File: src/rtl/cvsd_pkg.sv
package cvsd_pkg;
  typedef enum logic {
    SRC_SERIAL  = 1'b0,
    SRC_COMPARE = 1'b1
  } bit_src_e;
endpackage

File: src/rtl/cvsd_history.sv
module cvsd_history #(
  parameter int unsigned HIST = 3
) (
  input  logic clk,
  input  logic rst_n,
  input  logic tick,
  input  logic new_bit,
  output logic uni_next,
  output logic coinc_q
);
  localparam int unsigned KEEP = HIST - 1;
  localparam logic [HIST-1:0] ALL_ONE = '1;

  logic [KEEP-1:0] hist_q, hist_d, hist_rst;
  logic [HIST-1:0] window;

  for (genvar g = 0; g < KEEP; g++) begin : g_rst_pat
    assign hist_rst[g] = ((g % 2) == 1);
  end

  always_comb begin
    window   = {hist_q, new_bit};
    uni_next = (window == '0) || (window == ALL_ONE);
    hist_d   = tick ? window[KEEP-1:0] : hist_q;
  end

  always_ff @(posedge clk or negedge rst_n) begin
    if (!rst_n) begin
      hist_q  <= hist_rst;
      coinc_q <= 1'b0;
    end else begin
      hist_q  <= hist_d;
      coinc_q <= tick & uni_next;
    end
  end

  p_coinc_on_tick_r4: assert property (@(posedge clk) disable iff (!rst_n)
    coinc_q |-> $past(tick));
endmodule

File: src/rtl/cvsd_syllabic.sv
module cvsd_syllabic #(
  parameter int unsigned W        = 12,
  parameter int unsigned LW       = 10,
  parameter int unsigned ATT      = 2,
  parameter int unsigned DEC      = 5,
  parameter int unsigned MIN_STEP = 4,
  parameter int unsigned GAIN     = 1,
  parameter int unsigned GSH      = 2
) (
  input  logic          clk,
  input  logic          rst_n,
  input  logic          tick,
  input  logic          coin_in,
  output logic [W-2:0]  step
);
  localparam int unsigned PW       = LW + 17;
  localparam int unsigned STEP_MAX = (2 ** (W - 1)) - 1;

  logic [LW-1:0] lvl_q, lvl_d, gap, dec_amt;
  logic [PW-1:0] scaled, raw;

  always_comb begin
    gap     = ~lvl_q;
    dec_amt = lvl_q >> DEC;
    if (dec_amt == '0 && lvl_q != '0) dec_amt = {{(LW-1){1'b0}}, 1'b1};
    lvl_d = lvl_q;
    if (tick) begin
      if (coin_in) lvl_d = lvl_q + (gap >> ATT);
      else         lvl_d = lvl_q - dec_amt;
    end
  end

  always_comb begin
    scaled = (PW'(lvl_q) * PW'(GAIN)) >> GSH;
    raw    = scaled + PW'(MIN_STEP);
    if (raw > PW'(STEP_MAX)) step = (W-1)'(STEP_MAX);
    else                     step = raw[W-2:0];
  end

  always_ff @(posedge clk or negedge rst_n) begin
    if (!rst_n) lvl_q <= '0;
    else        lvl_q <= lvl_d;
  end

  p_attack_r5: assert property (@(posedge clk) disable iff (!rst_n)
    $past(tick && coin_in) |-> lvl_q >= $past(lvl_q));
  p_decay_r5: assert property (@(posedge clk) disable iff (!rst_n)
    $past(tick && !coin_in) |-> lvl_q <= $past(lvl_q));
  p_step_floor_r6: assert property (@(posedge clk) disable iff (!rst_n)
    step >= (W-1)'(MIN_STEP));
endmodule

File: src/rtl/cvsd_integrator.sv
module cvsd_integrator #(
  parameter int unsigned W    = 12,
  parameter int unsigned LEAK = 6
) (
  input  logic                clk,
  input  logic                rst_n,
  input  logic                tick,
  input  logic                rise,
  input  logic [W-2:0]        step,
  output logic signed [W-1:0] est_q
);
  localparam int unsigned EW = W + 2;
  localparam logic signed [EW-1:0] HI_E = EW'((2 ** (W - 1)) - 1);
  localparam logic signed [EW-1:0] LO_E = -EW'(2 ** (W - 1));
  localparam logic signed [W-1:0]  HI_W = {1'b0, {(W-1){1'b1}}};
  localparam logic signed [W-1:0]  LO_W = {1'b1, {(W-1){1'b0}}};

  logic signed [EW-1:0] ext_est, leaked, step_ext, summed;
  logic signed [W-1:0]  est_d;

  always_comb begin
    ext_est  = $signed({{2{est_q[W-1]}}, est_q});
    leaked   = ext_est - (ext_est >>> LEAK);
    step_ext = $signed({3'b000, step});
    summed   = rise ? (leaked + step_ext) : (leaked - step_ext);
    est_d    = est_q;
    if (tick) begin
      if (summed > HI_E)      est_d = HI_W;
      else if (summed < LO_E) est_d = LO_W;
      else                    est_d = summed[W-1:0];
    end
  end

  always_ff @(posedge clk or negedge rst_n) begin
    if (!rst_n) est_q <= '0;
    else        est_q <= est_d;
  end

  p_hold_r7: assert property (@(posedge clk) disable iff (!rst_n)
    !$past(tick) |-> $stable(est_q));
  p_no_wrap_up_r10: assert property (@(posedge clk) disable iff (!rst_n)
    ($past(tick && rise) && $past(est_q) >= 0) |-> est_q >= 0);
  p_no_wrap_dn_r10: assert property (@(posedge clk) disable iff (!rst_n)
    ($past(tick && !rise) && $past(est_q) < 0) |-> est_q < 0);
endmodule

File: src/rtl/cvsd_codec.sv
module cvsd_codec
  import cvsd_pkg::*;
#(
  parameter int unsigned W        = 12,
  parameter int unsigned HIST     = 3,
  parameter int unsigned LW       = 10,
  parameter int unsigned ATT      = 2,
  parameter int unsigned DEC      = 5,
  parameter int unsigned MIN_STEP = 4,
  parameter int unsigned GAIN     = 1,
  parameter int unsigned GSH      = 2,
  parameter int unsigned LEAK     = 6
) (
  input  logic                clk,
  input  logic                rst_n,
  input  logic                bit_tick,
  input  logic                encode,
  input  logic signed [W-1:0] pcm_in,
  input  logic                data_in,
  output logic                bit_out,
  output logic                coinc,
  output logic signed [W-1:0] estimate
);
  logic [1:0]   rs_q;
  logic         rst_int;
  bit_src_e     src;
  logic         cmp_bit, new_bit, uni_next;
  logic [W-2:0] step;

  always_ff @(posedge clk or negedge rst_n) begin
    if (!rst_n) rs_q <= 2'b00;
    else        rs_q <= {rs_q[0], 1'b1};
  end
  assign rst_int = rs_q[1];

  always_comb begin
    src     = encode ? SRC_COMPARE : SRC_SERIAL;
    cmp_bit = (pcm_in < estimate);
    new_bit = (src == SRC_COMPARE) ? cmp_bit : ~data_in;
  end

  always_ff @(posedge clk or negedge rst_int) begin
    if (!rst_int)      bit_out <= 1'b0;
    else if (bit_tick) bit_out <= new_bit;
  end

  cvsd_history #(.HIST(HIST)) u_hist (
    .clk(clk), .rst_n(rst_int), .tick(bit_tick), .new_bit(new_bit),
    .uni_next(uni_next), .coinc_q(coinc)
  );

  cvsd_syllabic #(
    .W(W), .LW(LW), .ATT(ATT), .DEC(DEC),
    .MIN_STEP(MIN_STEP), .GAIN(GAIN), .GSH(GSH)
  ) u_syl (
    .clk(clk), .rst_n(rst_int), .tick(bit_tick), .coin_in(uni_next), .step(step)
  );

  cvsd_integrator #(.W(W), .LEAK(LEAK)) u_int (
    .clk(clk), .rst_n(rst_int), .tick(bit_tick), .rise(~new_bit),
    .step(step), .est_q(estimate)
  );

  p_serial_inv_r2: assert property (@(posedge clk) disable iff (!rst_int)
    ($past(bit_tick) && !$past(encode)) |-> bit_out == !$past(data_in));
  p_bit_hold_r2: assert property (@(posedge clk) disable iff (!rst_int)
    !$past(bit_tick) |-> $stable(bit_out));
  p_compare_r3: assert property (@(posedge clk) disable iff (!rst_int)
    ($past(bit_tick) && $past(encode)) |-> bit_out == ($past(pcm_in) < $past(estimate)));
endmodule

File: config.mk
export PLATFORM = sky130hd
export DESIGN_NAME = cvsd_codec
export DESIGN_NICKNAME = d
export VERILOG_FILES = /design/src/rtl/cvsd_pkg.sv /design/src/rtl/cvsd_history.sv /design/src/rtl/cvsd_syllabic.sv /design/src/rtl/cvsd_integrator.sv /design/src/rtl/cvsd_codec.sv
export SDC_FILE = /design/constraint.sdc
export NUM_CORES = 1
export LEC_CHECK = 0
export CAP_MARGIN = 10
export CORE_MARGIN = 4
export CORE_UTILIZATION = 53
export DETAILED_ROUTE_END_ITERATION = 8
export PLACE_DENSITY_LB_ADDON = 0.3
export SETUP_SLACK_MARGIN = 0.2
export SKIP_LAST_GASP = 1
export SYNTH_ARGS = -nofsm -noshare
export SYNTH_HDL_FRONTEND = slang
export SYNTH_SLANG_ARGS = --single-unit
File: constraint.sdc
create_clock -name clk -period 0.81 [get_ports clk]
set_input_delay 0.162 -clock clk [delete_from_list [all_inputs] [get_ports clk]]
set_output_delay 0.162 -clock clk [all_outputs]
set_load 0.01 [all_outputs]
==> metrics.md, run 1 <==
| Metric | Value |
|---|---|
| Most frequent cell after synthesis | `ha_1` |
| Max clock buf depth | `2` |
| CTS buffer count | `3` |
| Largest net degree at the start of global routing | `16` |
| Area fraction of the dominant cell type after synthesis | `19.6%` |
| GRT Util Overall | `71.3%` |
| Ys flop type | `dfrtp_1` |
| Unique masters post-synth | `58` |
| Root Driver | `clkbuf_8` |
| GP Congestion | `0.905` |
| Initial Util | `55.5%` |
| Number of port buffers | `30` |
| YS warnings | `0` |
| Async SR Flop Fraction | `100%` |
| Mean area per synthesized cell | `8.42 sq um` |
| Clock Sinks | `27` |
| Die Span Y | `87.2 microns` |
| Top Ports | `31` |
| Yosys top cell by area | `dfrtp_1` |
| Worst End Pin Type | `sequential cell input` |
| Worst endpoint, post-GRT repair | `u_int.est_q[1]$_DFFE_PN0P_/D` |
| Synth Register Bits | `27` |
| HPWL Detailed | `8190 microns` |
| Failed at | `global routing (5_1_grt)` |
| Sequential area share after synthesis | `20.3%` |
| Post-synth EDFFs | `0` |
| Cts hold-fix bufs | `0` |
| Status | `aborted with a tool error` |
| Syn Inst Count | `395` |
| Std cell rows | `28` |
| Commonest cells post-synth | `52 x ha_1, 32 x nand2_1, 31 x o21ai_0` |
| Mapped cell area | `3330 sq um` |
| Error msg | `[ERROR GRT-0232] Routing congestion too high. Check the congestion heatmap in the GUI.` |
| Most area-consuming cells after synthesis | `dfrtp_1 20%, ha_1 20%, xnor2_1 6.6%, o21ai_0 4.7%, a21oi_1 4.2%` |
| Syn_nets | `467` |
| H-tree Lvls | `1` |
| Grt total ovfl | `92` |
| Die Span X | `87.2 microns` |
==> layer usage <==
layer  overflow  global-route usage, %
met5          0                   4.90
met4         30                   83.4
met1          3                   69.0
met2         56                   92.1
met3          3                   47.4
==> stage by stage <==
| stage | worst slack, ns | hold slack, ns | instances | cell area, sq um |
|---|---|---|---|---|
| global placement | -3.43 | 0.0427 | 611 | 4730 |
| floorplan | -3.23 | -0.134 | 395 | 3510 |
| detailed placement | -3.64 | 0.0455 | 611 | 4730 |
| CTS | -3.43 | 0.0390 | 642 | 5190 |
==> repair_timing <==
action | 4_1_cts
resized for setup | 124
setup buffers | 25
pin swaps | 39
setup endpoints to repair | 39
gates cloned | 2
==> cells by family after synthesis <==
group,count (synthesis),share of synthesized area [%]
AOI/OAI and AO/OA,116,23.9
and+or+nand+nor,113,16.6
adders and majority gates,55,21.4
buffers and inverters,39,5.15
xor gates and xnor gates,38,10.5
DFF,27,20.3
muxes,6,1.99
other,1,0.113
==> inputs of run 2 (changes only) <==
Settings changed: CORE_UTILIZATION 53 to 40, PLACE_DENSITY_LB_ADDON 0.3 to 0.15, SETUP_SLACK_MARGIN 0.2 to not set.
Clock period 0.81 ns to 1.05 ns, I/O delays scaled along.
==> metrics.md, run 2 <==
| Metric | Value |
|---|---|
| Met2 wire length | `5640 microns` |
| Setup crit end kind | `register` |
| Area fraction of the dominant cell type after synthesis | `19.6%` |
| Final setup violation count | `36` |
| Most area-consuming cells after synthesis | `dfrtp_1 20%, ha_1 20%, xnor2_1 6.6%, o21ai_0 4.7%, a21oi_1 4.2%` |
| Vias in the first global route | `3688` |
| Clock-pin slew on the worst setup and hold paths | `0.09 ns` |
| M1 WL | `4100 microns` |
| CTS tree | `yes` |
| GRT Util Overall | `20.6%` |
| DIE AREA | `9840 sq um` |
| Die Span X | `99.2 microns` |
| Setup TNS | `-68.57 ns` |
| Mapped cell area | `3330 sq um` |
| Max-Cap Viols | `0` |
| Vias per cell | `5.31` |
| CP most frequent cell | `a211oi_2` |
| Commonest cells post-synth | `52 x ha_1, 32 x nand2_1, 31 x o21ai_0` |
| Synth Register Bits | `27` |
| Final slew viol count | `0` |
| HPWL Detailed | `7660 microns` |
| Area delta synth->final | `66.4%` |
| Clock Sinks | `27` |
| Core Util, Final | `68.1%` |
| CP cell instances | `inv_2 > buf_6 > ha_4 > a21oi_4 > o22ai_4 > o31ai_4 > a211oi_4 > or2_4 > nor2b_4 > xnor2_2 > ha_1 > a211oi_2 > o211ai_1 > a211oi_2 > buf_4 > nor2b_2 > a32o_2 > nand2b_4 > a31oi_4 > a221o_1` |
| Final instance area | `5540 sq um` |
| CTS buffer count | `3` |
| Area after DPL | `4810 sq um` |
| Max Used Layer | `met4` |
| Final clock skew | `0.000483 ns` |
| Syn_nets | `467` |
| Cts hold-fix bufs | `0` |
| Nets@finish | `653` |
| Status | `complete, but fails checks` |
| Global-route wire length before repair | `16500 microns` |
| Largest regs | `u_int.est_q: 12 flops, u_syl.lvl_q: 10 flops` |
| H-tree Lvls | `1` |
| Vias | `3637` |
| RSZ-0062 raised after global routing | `yes` |
| Std cell rows | `33` |
| Number of port buffers | `30` |
| Largest register FFs | `12` |
| Post-synth EDFFs | `0` |
| Initial antenna violation count | `0` |
| Die Span Y | `99.2 microns` |
| Root Driver | `clkbuf_8` |
| Max clock buf depth | `2` |
| Setup WS post-layout | `-3.25 ns` |
| CP bufs+invs | `3` |
| Yosys top cell by area | `dfrtp_1` |
| Final Hold Vio Count | `0` |
| DRT Pass-1 Iters | `4` |
| Initial Util | `40.9%` |
| Largest Register | `u_int.est_q` |
| Post-Route WL | `10500 microns` |
| Iter 0 DRT Violations | `52` |
| Mean area per synthesized cell | `8.42 sq um` |
| Fill count | `628` |
| Startpoint Class | `register` |
| Most frequent cell after synthesis | `ha_1` |
| CP top delay family | `compound AO/OA/AOI/OAI gates` |
| Largest net degree at the start of global routing | `16` |
| Unique masters post-synth | `58` |
| Routed len/inst | `15.4 microns` |
| Syn Inst Count | `395` |
| Fraction of layout cells with a size suffix above 1 | `46.7%` |
| Sequential area share after synthesis | `20.3%` |
| Commonest non-fill, non-tap cell in the layout | `buf_4` |
| CP required | `1.22 ns` |
| Worst hold path type | `input pin to asynchronous set/reset pin` |
| Max Clock Freq | `233 MHz` |
| Core ar. | `8130 sq um` |
| YS warnings | `0` |
| Skew-Pair Late Insertion Delay | `0.27 ns` |
| Most frequent cells in the layout | `134 x buf_4, 44 x ha_1, 35 x buf_6` |
| Top Ports | `31` |
| Ys flop type | `dfrtp_1` |
| Post-route ant nets | `0` |
| Antenna cells | `0` |
| Worst path arrival time | `4.46 ns` |
| Slowest CP cell | `dfrtp_1` |
| DRC | `0` |
| Met3 routed WL | `403 microns` |
| Maximum fanout along the worst path | `6` |
| Failing checks | `negative setup slack` |
| Period Utilization, post-route | `409%` |
| Async SR Flop Fraction | `100%` |
| GP Congestion | `0.923` |
| Hold WS | `0.0791 ns` |
| Kind of critical path | `register to register` |
| CP max stage delay | `0.41 ns` |
| Min Tclk post-route | `4.30 ns` |
| Grt total ovfl | `0` |
run 2: repair_timing:
item / 4_1_cts / 5_1_grt
setup buffers: 26 / 15
resized for setup: 115 / 52
endpoints found under the setup margin: 39 / 38
pin swaps: 32 / 31
gates cloned: 2 / 0
run 2: path summary, 6_finish.rpt:
check                                from              to  slack [ns]  cells past startpoint
setup / recovery           u_int.est_q[7]  u_int.est_q[4]       -3.25                     20
hold / removal                      rst_n         rs_q[1]        0.08                      1
setup reg to reg           u_int.est_q[7]  u_int.est_q[4]       -3.25                     20
hold reg to reg                   rs_q[1]  u_int.est_q[0]        0.14                      0
max in group asynchronous         rs_q[1]  u_int.est_q[8]        0.45                      1
min in group clk                  rs_q[0]         rs_q[1]        0.37                      0
run 2: worst reg2reg max path: cells and delay by family, from the launching register on:
kind	cells	cell delay [ns]
compound gates	10	2.17
flops	1	0.41
simple gates	4	0.58
xor+xnor	1	0.14
fa+ha+maj	2	0.54
buf+inv	3	0.38
run 2: layout make-up:
| type | count | area [sq um] | share of cell area, % |
|---|---|---|---|
| well taps | 105 | 131 | 2.37 |
| repair buffers | 190 | 1620 | 29.2 |
| multi-input cells | 331 | 2960 | 53.5 |
| inverters | 28 | 105 | 1.90 |
| clock buffers | 4 | 45.0 | 0.814 |
| flip-flops and latches | 27 | 677 | 12.2 |
run 2: logic make-up (layout without fill, tap and decap cells):
logic type      after synthesis  in the layout  synth area share, %
compound gates              116            117                 23.9
simple gates                113            114                 16.6
fa+ha+maj                    55             55                 21.4
buf+inv                      39            222                 5.15
xor+xnor                     38             38                 10.5
flops                        27             27                 20.3
mux                           6              6                 1.99
other cells                   1              1                0.113
run 2: routing by layer:
layer  vias up  global-route usage (%)
met1      1721                    22.5
met5         -                       0
met4         0                    7.88
met2        76                    39.4
met3        34                    3.30
li1       1806                       -
run 2: per-stage QoR:
step	setup WS, ns	std cells
after detailed placement	-3.42	644
final	-3.25	685
after global routing	-3.40	685
after floorplan	-2.99	395
after global placement	-3.28	644
after CTS	-3.10	674
Power of run 2 is left out: the tool's default activity adds up to more than one toggle a clock period on the data nets, which glitch-free logic cannot reach.
